===== src/rtl/lfs_pkg.sv =====
package lfs_pkg;

  localparam int LEDS_PER_DRIVE = 3;
  localparam logic [7:0] DRIVE_BYTE_RST = 8'h80;  // activity mode 4, others off
  localparam int DEFAULT_FRAME_M1 = 11;

  typedef enum logic [2:0] {
    LM_OFF     = 3'd0,
    LM_ON      = 3'd1,
    LM_BLA     = 3'd2,
    LM_BLA_N   = 3'd3,
    LM_BLA_SOF = 3'd4,
    LM_BLA_EOF = 3'd5,
    LM_BLB     = 3'd6,
    LM_BLB_N   = 3'd7
  } led_mode_e;

  typedef enum logic [1:0] {
    LK_ACT  = 2'd0,
    LK_LOC  = 2'd1,
    LK_FAIL = 2'd2,
    LK_NONE = 2'd3
  } led_kind_e;

  // Live value of one LED bit for a 3-bit mode.
  function automatic logic mode_eval(input led_mode_e m, input logic ba,
                                     input logic bb, input logic sof,
                                     input logic eof);
    case (m)
      LM_OFF:     return 1'b0;
      LM_ON:      return 1'b1;
      LM_BLA:     return ba;
      LM_BLA_N:   return ~ba;
      LM_BLA_SOF: return ba & sof;
      LM_BLA_EOF: return ba & eof;
      LM_BLB:     return bb;
      default:    return ~bb;
    endcase
  endfunction

  function automatic int unsigned slot_drive(input int unsigned idx);
    return idx / LEDS_PER_DRIVE;
  endfunction

  function automatic led_kind_e slot_kind(input int unsigned idx);
    case (idx % LEDS_PER_DRIVE)
      0:       return LK_ACT;
      1:       return LK_LOC;
      default: return LK_FAIL;
    endcase
  endfunction

endpackage


===== src/rtl/lfs_clk_div.sv =====
module lfs_clk_div #(
  parameter int DIV_W = 16
) (
  input  logic             clk,
  input  logic             rst_n,
  input  logic             en,
  input  logic [DIV_W-1:0] div_eff,
  output logic             slot_start,
  output logic             mid_ev,
  output logic             slot_end,
  output logic             sclk_lvl
);

  logic [DIV_W-1:0] cnt;
  logic [DIV_W-1:0] half;

  assign half       = div_eff >> 1;
  assign slot_start = en && (cnt == '0);
  assign mid_ev     = en && (cnt == half);
  assign slot_end   = en && (cnt == (div_eff - DIV_W'(1)));
  assign sclk_lvl   = (cnt >= half);

  always_ff @(posedge clk or negedge rst_n) begin
    if (!rst_n)        cnt <= '0;
    else if (!en)      cnt <= '0;
    else if (slot_end) cnt <= '0;
    else               cnt <= cnt + DIV_W'(1);
  end

  // the slot counter never passes the divider in use
  p_cnt_range_r7: assert property (@(posedge clk) disable iff (!rst_n)
    en |-> (cnt < div_eff));

endmodule


===== src/rtl/lfs_frame_seq.sv =====
module lfs_frame_seq #(
  parameter int NUM_DRIVES = 4,
  parameter int DIV_W      = 16,
  parameter int LEN_W      = 5,
  localparam int CTRL_W    = 8 * NUM_DRIVES
) (
  input  logic                  clk,
  input  logic                  rst_n,
  input  logic                  en,
  input  logic                  slot_start,
  input  logic                  slot_end,
  input  logic [CTRL_W-1:0]     ctrl_in,
  input  logic [DIV_W-1:0]      div_in,
  input  logic [LEN_W-1:0]      len_in,
  input  logic [NUM_DRIVES-1:0] drive_active,
  output logic                  frame_start,
  output logic [LEN_W-1:0]      bit_idx,
  output logic [CTRL_W-1:0]     ctrl_eff,
  output logic [DIV_W-1:0]      div_eff,
  output logic [LEN_W-1:0]      len_eff,
  output logic [NUM_DRIVES-1:0] sof_eff,
  output logic [NUM_DRIVES-1:0] eof_q
);
  import lfs_pkg::*;

  logic [CTRL_W-1:0]     ctrl_q;
  logic [DIV_W-1:0]      div_q;
  logic [LEN_W-1:0]      len_q;
  logic [NUM_DRIVES-1:0] sof_q;

  assign frame_start = en && slot_start && (bit_idx == '0);
  // the frame that starts in this cycle already uses the new values
  assign ctrl_eff = frame_start ? ctrl_in      : ctrl_q;
  assign div_eff  = frame_start ? div_in       : div_q;
  assign len_eff  = frame_start ? len_in       : len_q;
  assign sof_eff  = frame_start ? drive_active : sof_q;

  always_ff @(posedge clk or negedge rst_n) begin
    if (!rst_n) begin
      bit_idx <= '0;
      ctrl_q  <= {NUM_DRIVES{DRIVE_BYTE_RST}};
      div_q   <= DIV_W'(2);
      len_q   <= LEN_W'(DEFAULT_FRAME_M1);
      sof_q   <= '0;
      eof_q   <= '0;
    end else if (!en) begin
      bit_idx <= '0;
      eof_q   <= '0;
    end else begin
      if (frame_start) begin
        ctrl_q <= ctrl_in;
        div_q  <= div_in;
        len_q  <= len_in;
        sof_q  <= drive_active;
      end
      if (slot_end) begin
        if (bit_idx == len_eff) begin
          bit_idx <= '0;
          eof_q   <= drive_active;
        end else begin
          bit_idx <= bit_idx + LEN_W'(1);
        end
      end
    end
  end

  // shadow copy moves only at a frame start
  p_shadow_hold_r11: assert property (@(posedge clk) disable iff (!rst_n)
    !frame_start |=> ($stable(ctrl_q) && $stable(len_q) && $stable(div_q)));

  // slot index stays inside the frame in use
  p_slot_range_r1: assert property (@(posedge clk) disable iff (!rst_n)
    en |-> (bit_idx <= len_eff));

endmodule


===== src/rtl/lfs_bit_mux.sv =====
module lfs_bit_mux #(
  parameter int NUM_DRIVES = 4,
  parameter int LEN_W      = 5,
  localparam int CTRL_W    = 8 * NUM_DRIVES
) (
  input  logic [LEN_W-1:0]      bit_idx,
  input  logic [CTRL_W-1:0]     ctrl,
  input  logic [NUM_DRIVES-1:0] sof,
  input  logic [NUM_DRIVES-1:0] eof,
  input  logic                  ba,
  input  logic                  bb,
  output logic                  led_bit,
  output lfs_pkg::led_kind_e    kind,
  output logic [1:0]            loc_code
);
  import lfs_pkg::*;

  logic [NUM_DRIVES-1:0] act_b;
  logic [NUM_DRIVES-1:0] loc_b;
  logic [NUM_DRIVES-1:0] fail_b;
  logic [1:0]            loc_raw [NUM_DRIVES];

  for (genvar g = 0; g < NUM_DRIVES; g++) begin : g_drv
    logic [7:0] by;
    assign by         = ctrl[(NUM_DRIVES-1-g)*8 +: 8];
    assign act_b[g]   = mode_eval(led_mode_e'(by[7:5]), ba, bb, sof[g], eof[g]);
    assign loc_b[g]   = (by[4:3] == 2'd1);
    assign fail_b[g]  = mode_eval(led_mode_e'(by[2:0]), ba, bb, sof[g], eof[g]);
    assign loc_raw[g] = by[4:3];
  end

  int unsigned drv;
  led_kind_e   k_raw;

  always_comb begin
    drv      = slot_drive(32'(bit_idx));
    k_raw    = slot_kind(32'(bit_idx));
    led_bit  = 1'b0;
    loc_code = 2'd0;
    kind     = LK_NONE;
    for (int unsigned d = 0; d < NUM_DRIVES; d++) begin
      if (drv == d) begin
        kind     = k_raw;
        loc_code = loc_raw[d];
        case (k_raw)
          LK_ACT:  led_bit = act_b[d];
          LK_LOC:  led_bit = loc_b[d];
          default: led_bit = fail_b[d];
        endcase
      end
    end
  end

endmodule


===== src/rtl/led_frame_serializer.sv =====
module led_frame_serializer #(
  parameter int NUM_DRIVES = 4,
  parameter int DIV_W      = 16,
  parameter int LEN_W      = 5,
  localparam int CTRL_W    = 8 * NUM_DRIVES
) (
  input  logic                  clk,
  input  logic                  rst_n,
  input  logic                  cfg_enable,
  input  logic [DIV_W-1:0]      cfg_clk_div,
  input  logic [LEN_W-1:0]      cfg_frame_len_m1,
  input  logic                  cfg_inv_sclk,
  input  logic                  cfg_inv_sload,
  input  logic                  cfg_inv_sdout,
  input  logic                  cfg_sload_fall,
  input  logic                  cfg_sdout_fall,
  input  logic                  ctrl_we,
  input  logic [CTRL_W-1:0]     ctrl_wdata,
  input  logic                  blink_a,
  input  logic                  blink_b,
  input  logic [NUM_DRIVES-1:0] drive_active,
  output logic                  sclk,
  output logic                  sload,
  output logic                  sdout
);
  import lfs_pkg::*;

  logic [CTRL_W-1:0] ctrl_reg;

  always_ff @(posedge clk or negedge rst_n) begin
    if (!rst_n)       ctrl_reg <= {NUM_DRIVES{DRIVE_BYTE_RST}};
    else if (ctrl_we) ctrl_reg <= ctrl_wdata;
  end

  logic [DIV_W-1:0] div_in;
  assign div_in = (cfg_clk_div < DIV_W'(2)) ? DIV_W'(2) : cfg_clk_div;

  // events between the pieces, kept visible for the assertions
  logic                  slot_start, mid_ev, slot_end, sclk_lvl;
  logic                  frame_start;
  logic [LEN_W-1:0]      bit_idx, len_eff;
  logic [DIV_W-1:0]      div_eff;
  logic [CTRL_W-1:0]     ctrl_eff;
  logic [NUM_DRIVES-1:0] sof_eff, eof_q;
  logic                  led_bit;
  led_kind_e             kind;
  logic [1:0]            loc_code;

  lfs_clk_div #(.DIV_W(DIV_W)) u_div (
    .clk        (clk),
    .rst_n      (rst_n),
    .en         (cfg_enable),
    .div_eff    (div_eff),
    .slot_start (slot_start),
    .mid_ev     (mid_ev),
    .slot_end   (slot_end),
    .sclk_lvl   (sclk_lvl)
  );

  lfs_frame_seq #(.NUM_DRIVES(NUM_DRIVES), .DIV_W(DIV_W), .LEN_W(LEN_W)) u_seq (
    .clk          (clk),
    .rst_n        (rst_n),
    .en           (cfg_enable),
    .slot_start   (slot_start),
    .slot_end     (slot_end),
    .ctrl_in      (ctrl_reg),
    .div_in       (div_in),
    .len_in       (cfg_frame_len_m1),
    .drive_active (drive_active),
    .frame_start  (frame_start),
    .bit_idx      (bit_idx),
    .ctrl_eff     (ctrl_eff),
    .div_eff      (div_eff),
    .len_eff      (len_eff),
    .sof_eff      (sof_eff),
    .eof_q        (eof_q)
  );

  lfs_bit_mux #(.NUM_DRIVES(NUM_DRIVES), .LEN_W(LEN_W)) u_mux (
    .bit_idx  (bit_idx),
    .ctrl     (ctrl_eff),
    .sof      (sof_eff),
    .eof      (eof_q),
    .ba       (blink_a),
    .bb       (blink_b),
    .led_bit  (led_bit),
    .kind     (kind),
    .loc_code (loc_code)
  );

  logic sd_launch, sl_launch;
  assign sd_launch = cfg_sdout_fall ? slot_start : mid_ev;
  assign sl_launch = cfg_sload_fall ? slot_start : mid_ev;

  logic sclk_raw_q, sload_raw_q, sdout_raw_q;

  always_ff @(posedge clk or negedge rst_n) begin
    if (!rst_n) begin
      sclk_raw_q  <= 1'b0;
      sload_raw_q <= 1'b0;
      sdout_raw_q <= 1'b0;
    end else if (!cfg_enable) begin
      sclk_raw_q  <= 1'b0;
      sload_raw_q <= 1'b0;
      sdout_raw_q <= 1'b0;
    end else begin
      sclk_raw_q <= sclk_lvl;
      if (sd_launch) sdout_raw_q <= led_bit;
      if (sl_launch) sload_raw_q <= (bit_idx == '0);
    end
  end

  assign sclk  = sclk_raw_q  ^ cfg_inv_sclk;
  assign sload = sload_raw_q ^ cfg_inv_sload;
  assign sdout = sdout_raw_q ^ cfg_inv_sdout;

  // disabled link leaves every line inactive
  p_idle_r10: assert property (@(posedge clk) disable iff (!rst_n)
    !cfg_enable |=> (!sclk_raw_q && !sload_raw_q && !sdout_raw_q));

  // data moves only at its launch event
  p_sdout_edge_r9: assert property (@(posedge clk) disable iff (!rst_n)
    (cfg_enable && !sd_launch) |=> $stable(sdout_raw_q));

  // load strobe moves only at its launch event
  p_sload_edge_r9: assert property (@(posedge clk) disable iff (!rst_n)
    (cfg_enable && !sl_launch) |=> $stable(sload_raw_q));

  // serial clock toggles only at slot start or mid-slot
  p_sclk_edge_r7: assert property (@(posedge clk) disable iff (!rst_n)
    (cfg_enable && !slot_start && !mid_ev) |=> $stable(sclk_raw_q));

  // locate codes other than 1 never send a one
  p_locate_off_r5: assert property (@(posedge clk) disable iff (!rst_n)
    (sd_launch && kind == LK_LOC && loc_code != 2'd1) |=> !sdout_raw_q);

endmodule


===== config.mk =====
export PLATFORM = sky130hd
export DESIGN_NAME = led_frame_serializer
export DESIGN_NICKNAME = d
export VERILOG_FILES = /design/src/rtl/lfs_pkg.sv /design/src/rtl/lfs_clk_div.sv /design/src/rtl/lfs_frame_seq.sv /design/src/rtl/lfs_bit_mux.sv /design/src/rtl/led_frame_serializer.sv
export SDC_FILE = /design/constraint.sdc
export NUM_CORES = 1
export LEC_CHECK = 0
export ABC_CLOCK_PERIOD_IN_PS = 6190
export BUFFER_PORTS_ARGS = -buffer_cell sky130_fd_sc_hd__buf_2
export CAP_MARGIN = 5
export CORE_MARGIN = 1.5
export CORE_UTILIZATION = 60
export CTS_CLUSTER_DIAMETER = 120
export CTS_CLUSTER_SIZE = 40
export DETAILED_ROUTE_END_ITERATION = 7
export PLACE_DENSITY = 0.9
export SYNTH_ARGS = -nofsm -noshare
export SYNTH_HDL_FRONTEND = slang
export SYNTH_SLANG_ARGS = --single-unit

===== constraint.sdc =====
create_clock -name clk -period 6.19 [get_ports clk]
set_clock_uncertainty 0.15 [all_clocks]
set_input_delay 1.238 -clock clk [delete_from_list [all_inputs] [get_ports clk]]
set_output_delay 1.238 -clock clk [all_outputs]
set_load 0.03 [all_outputs]

==> results of run 1 <==
==> cell families after synthesis <==
group           Yosys count  share of synthesized area
fa+ha+maj                24                     0.0406
mux                      70                      0.104
compound gates          161                      0.156
buf+inv                  88                     0.0457
xor+xnor                 45                     0.0533
flops                   117                      0.398
simple gates            291                      0.202
==> cell type report <==
type                       instances  area, um^2
multi-input combinational        591        4120
timing repair buffer              79         420
inverter                          44         165
clock inverter                    12         134
sequential                       117        2940
fill                             890        3610
tap                              147         184
clock buffer                      19         433
==> cells in the final DEF, fill, tap and decap left out, types with 14 or more instances in the layout <==
| master | synthesis | layout |
|---|---|---|
| a21oi_1 | 20 | 20 |
| buf_2 | 6 | 69 |
| clkbuf_16 | 0 | 17 |
| dfrtp_1 | 105 | 105 |
| ha_1 | 24 | 24 |
| inv_1 | 43 | 43 |
| mux2_2 | 53 | 53 |
| mux2i_1 | 17 | 17 |
| nand2_1 | 88 | 87 |
| nand2b_1 | 21 | 21 |
| nand3_1 | 36 | 36 |
| nor2_1 | 45 | 44 |
| nor4_1 | 16 | 16 |
| o211ai_1 | 14 | 14 |
| o21ai_0 | 32 | 32 |
| xnor2_1 | 24 | 24 |
| xor2_1 | 21 | 21 |
==> worst min-delay path: cells and delay by family, from the launching register on <==
family | cells | cell delay [ps]
flops | 1 | 360
simple gates | 2 | 120
==> power breakdown <==
part | switching, mW | leakage [nW] | internal (mW)
logic | 0.382 | 2.06 | 0.293
registers | 0.0884 | 1.44 | 0.905
clock network | 0.361 | 0.273 | 0.589
==> stage by stage <==
step	cells	cell area [um^2]	setup slack, ps	hold WS (ps)
after floorplan	796	7390	756	283
after global placement	978	7830	763	298
after detailed placement	978	7830	644	316
after CTS	1009	8400	1030	326
after global routing	1009	8400	634	353
final	1009	8400	923	328
==> synth_stat cells, drive strengths merged (10+ instances only) <==
| master | instances | area share |
|---|---|---|
| buf | 12 | 0.0071 |
| mux2i | 17 | 0.023 |
| nor4 | 16 | 0.014 |
| nor2 | 45 | 0.023 |
| xor2 | 21 | 0.025 |
| nand4 | 13 | 0.011 |
| nand2b | 21 | 0.018 |
| o211ai | 15 | 0.016 |
| dfstp | 12 | 0.043 |
| xnor2 | 24 | 0.028 |
| mux2 | 53 | 0.081 |
| clkbuf | 32 | 0.016 |
| ha | 24 | 0.041 |
| nand2 | 88 | 0.045 |
| and2 | 11 | 0.0093 |
| dfrtp | 105 | 0.36 |
| nor2b | 11 | 0.0093 |
| nand3 | 36 | 0.024 |
| inv | 43 | 0.022 |
| o21ai | 36 | 0.025 |
| a21o | 10 | 0.010 |
| a21oi | 20 | 0.014 |
==> layer usage <==
metal  global-route usage  share of wire  vias to the layer above
met2                0.522           0.49                      340
li1                     -              -                     2978
met1                0.382           0.39                     3107
met3               0.0723          0.081                       87
met4                0.180          0.044                        0
met5                    0              0                        -
==> worst max-delay path by stage <==
stage / end / cells after the start
2_1_floorplan: u_seq.bit_idx[1]$_DFFE_PN0P_ / 18
3_3_place_gp: sdout_raw_q$_DFFE_PN0P_ / 15
3_5_place_dp: sdout_raw_q$_DFFE_PN0P_ / 16
4_1_cts: u_div.cnt[2]$_DFF_PN0_ / 16
5_1_grt: sdout_raw_q$_DFFE_PN0P_ / 16
6_report: u_div.cnt[2]$_DFF_PN0_ / 16
==> impl_metrics.toml, run 1 <==
[floorplanning]
die_x_um = 114
num_io_pins = 71
initial_core_util = 0.615
die_area_um2 = 13000
num_rows = 40
core_um2 = 12000
die_height_um = 114

[detailed_routing]
drt_wl_total_um = 19200
dr_total_vias = 6512
drc_errors = 0
via_per_inst = 6.45
drt_iter0_markers = 791
wire_per_inst_um = 19.0
postRouteAntennaNets = 0
dr.pass1.iters = 5

[critical_path]
cp.arrival_ps = 5390
rrSetupSlack_ps = 1100
crit_required_ps = 6310
crit_start = "cfg_enable"
critPathSlowestCell = "o21ai_2"
start_kind = "input port"
r2r_start = "u_seq.bit_idx[1]$_DFFE_PN0P_"
path_buf_inv = 3
worst_setup_path_end_kind = "flip-flop"
max_stage_delay_ps = 640
crit_family = "compound AO/OA/AOI/OAI gates"
reg2reg_to = "sdout_raw_q$_DFFE_PN0P_"
cp_max_fo = 23
path_cells = "buf_2, nor4bb_1, nand4_1, nor2_2, buf_4, o21ai_0, nand2_1, inv_1, ha_1, and3_1, a32o_1, a211o_1, a221oi_1, o211ai_2, o21ai_2, nor2_1"
critPathKind = "in -> reg"
ff2ff_path_depth = 17

[placed_design]
io_buffers = 70
gp_congestion = 0.907
hpwl_um = 12900

[hold_path]
worst_hold_path_type = "reg -> reg"
hp-start = "u_seq.div_q[1]$_DFFE_PN1P_"
whs_path_depth = 2
hold_end = "u_seq.div_q[1]$_DFFE_PN1P_"

[logic_synthesis]
ys_seq_area_frac = 0.398
avgSynthCellArea_um2 = 9.28
ys.flop_type = "dfrtp_1"
synthArstFlopShare = 1.00
syn-instance-count = 796
ys_types = 73
ys_ff_latch = 117
synth_area_um2 = 7390
synth_edf_count = 0
synth-warning-count = 0
syn_nets = 888

[clocking]
post_cts_resize_count = 0
cts_tree = "built"
cts_setup_buffers = 0
cts_root_buffer = "clkbuf_16"
hold_buffers = 0
clock_latency_ps = 430
path_clk_slew_ps = 60
clock_sinks = 117
clockBufferDepth = 2
cts-htree-levels = 4
numCtsBuffers = 17

[sta]
setup_viol = 0
tightest_slew_ps = 1000
slew_violations = 0
fin_crit_sh = 0.851
finalHoldViolCount = 0
finalCriticalPeriod_ps = 5270
relSlewSlack = 0.324
setup_tns_ps = 0
rsz0062_at_grt = "no"
fmax_mhz = 190

[pwr]
peakVddDrop_v = 0.000226
p_leak_nw = 3.77
p_total_mw = 2.62
powerDensity_nw_per_um2 = 312

[global_route]
track_usage = 0.316
gr-total-overflow = 0
antenna_found_initial = 0
grt_pass1_wl_um = 31800
grt_pass1_vias = 6629
grt_max_degree = 70

[run]
maxCapViolations = 0

[final_layout]
nets = 942
diodes = 0
synthToLayoutAreaGrowth_pct = 13.7
drive_above_1_share = 0.217
utilization = 0.699

[outcome]
outcome = "finished clean"
Power figures use the tool's default switching activity.
==> inputs of run 2 (changes only) <==
PLACE_DENSITY = 0.83   (was 0.9)
==> run 2 against run 1 <==
  * Fmax increased by 1.4%
  * Non-clock buffer count unchanged
  * Critical path depth increased by 2
  * Wire length increased by 3.9%
  * Utilization about the same
  * Clock-buffer cell count decreased by 1
  * Flip-flop and latch count unchanged
  * Worst setup slack improved by 73 ps
  * Design area about the same
  * Combinational power increased by 1%
==> impl_metrics.toml, run 2 (synthesis results as in run 1) <==
[outcome]
outcome = "finished clean"

[sta]
setup_viol = 0
fin_crit_sh = 0.839
postLayoutSetupSlackWorst_ps = 996
hold_ws_ps = 318
relSlewSlack = 0.385
tightest_slew_ps = 923
slew_violations = 0
finalHoldViolCount = 0
setup_tns_ps = 0
rsz0062_at_grt = "no"
fmax_mhz = 193
finalCriticalPeriod_ps = 5190

[global_route]
grt_max_degree = 75
grt_pass1_wl_um = 32900
gr-total-overflow = 0
track_usage = 0.325
antenna_found_initial = 0
grt_pass1_vias = 6716

[critical_path]
path_cells = "buf_2, nor4bb_1, nand4_1, buf_4, nor2_2, buf_4, nand2_1, nand2_1, inv_1, ha_1, nand4b_1, nor4_1, mux2i_1, or3b_2, nand2b_1, a21oi_1, nand4_1, o211ai_1"
crit_start = "cfg_enable"
rrSetupSlack_ps = 1320
reg2reg_to = "sdout_raw_q$_DFFE_PN0P_"
start_kind = "input port"
max_stage_delay_ps = 600
worstSetupEndpoint = "sdout_raw_q$_DFFE_PN0P_"
r2r_start = "u_seq.bit_idx[1]$_DFFE_PN0P_"
worst_setup_path_end_kind = "flip-flop"
critPathKind = "in -> reg"
cp.arrival_ps = 5390
crit_required_ps = 6380
cp_max_fo = 35
critPathSlowestCell = "nor4_1"
ff2ff_path_depth = 17

[pwr]
powerDensity_nw_per_um2 = 312
p_leak_nw = 3.77
peakVddDrop_v = 0.000229

[floorplanning]
num_io_pins = 71
core_um2 = 12000
die_x_um = 114
die_height_um = 114
initial_core_util = 0.615
num_rows = 40
die_area_um2 = 13000

[final_layout]
diodes = 0
layout_common_cells = "105 x dfrtp_1, 87 x nand2_1, 69 x buf_2, 53 x mux2_2, 44 x nor2_1"
drive_above_1_share = 0.220
fin_cells = 1010
fillers = 932
synthToLayoutAreaGrowth_pct = 13.7
nets = 942
final_common_cell = "dfrtp_1"

[detailed_routing]
drt_wl_total_um = 19900
drc_errors = 0
drt_iter0_markers = 526
dr.pass1.iters = 6
dr_total_vias = 6518
postRouteAntennaNets = 0
wire_per_inst_um = 19.7
via_per_inst = 6.45

[placed_design]
io_buffers = 70
pre_cts_ws_ps = 652
hpwl_um = 13800
dp.cells = 978
gp_congestion = 0.955

[clocking]
hold_buffers = 0
cts_setup_buffers = 0
clock_latency_ps = 430
clockBufferDepth = 2
post_cts_resize_count = 0
cts_tree = "built"
cts-htree-levels = 4
clock_sinks = 117
cts_root_buffer = "clkbuf_16"
numCtsBuffers = 17
path_clk_slew_ps = 60

[run]
maxCapViolations = 0

[hold_path]
worst_hold_path_type = "reg -> reg"
run 2: cell types whose count changed in the layout (fill, tap and decap cells not counted):
cell / change
clkbuf_8: +1
clkbuf_1: -2
bufinv_16: -1
clkinvlp_4: +2
inv_8: +1
run 2: how the worst min path moves through the flow:
stage	start	endpoint	slack, ps	cells past startpoint
floorplan	u_seq.ctrl_q[12]$_DFFE_PN0P_	u_seq.ctrl_q[12]$_DFFE_PN0P_	280	2
global placement	u_seq.ctrl_q[12]$_DFFE_PN0P_	u_seq.ctrl_q[12]$_DFFE_PN0P_	300	2
detailed placement	u_seq.ctrl_q[12]$_DFFE_PN0P_	u_seq.ctrl_q[12]$_DFFE_PN0P_	300	2
CTS	u_seq.ctrl_q[12]$_DFFE_PN0P_	u_seq.ctrl_q[12]$_DFFE_PN0P_	320	2
global route	u_seq.ctrl_q[12]$_DFFE_PN0P_	u_seq.ctrl_q[12]$_DFFE_PN0P_	350	2
finish	u_seq.ctrl_q[12]$_DFFE_PN0P_	u_seq.ctrl_q[12]$_DFFE_PN0P_	320	2
run 2: cell type report:
class / instances / area [um^2] / area share
clock buffer: 18 / 439 / 0.0523
clock inverter: 14 / 130 / 0.0155
inverter: 44 / 165 / 0.0197
multi-input combinational: 591 / 4120 / 0.490
sequential: 117 / 2940 / 0.350
tap: 147 / 184 / 0.0219
timing repair buffer: 79 / 420 / 0.0500
run 2: where the power goes:
group	total, mW	internal, mW	switching (mW)	leakage [nW]
clock	0.946	0.564	0.381	0.270
combinational	0.683	0.293	0.390	2.06
sequential	0.990	0.904	0.0863	1.44
run 2: worst max-delay path: cells and delay by family:
kind | cells | cell delay, ps
fa+ha+maj | 1 | 280
buf+inv | 4 | 1080
simple gates | 10 | 2360
mux | 1 | 180
compound gates | 2 | 230
run 2: per-layer routing:
layer	track usage	share of wire	wire (um)
met1	0.425	0.43	8510
met2	0.528	0.47	9430
met3	0.0760	0.076	1520
met4	0.122	0.022	446
met5	0	0	0
run 2: metrics by stage:
step / total power, mW / instance area (um^2) / utilization
after floorplan: 1.47 / 7390 / -
final: 2.62 / 8400 / 0.699
after global routing: 2.74 / 8400 / 0.699
after global placement: 1.64 / 7830 / 0.652
after CTS: 2.62 / 8400 / 0.699
after detailed placement: 1.66 / 7830 / 0.652
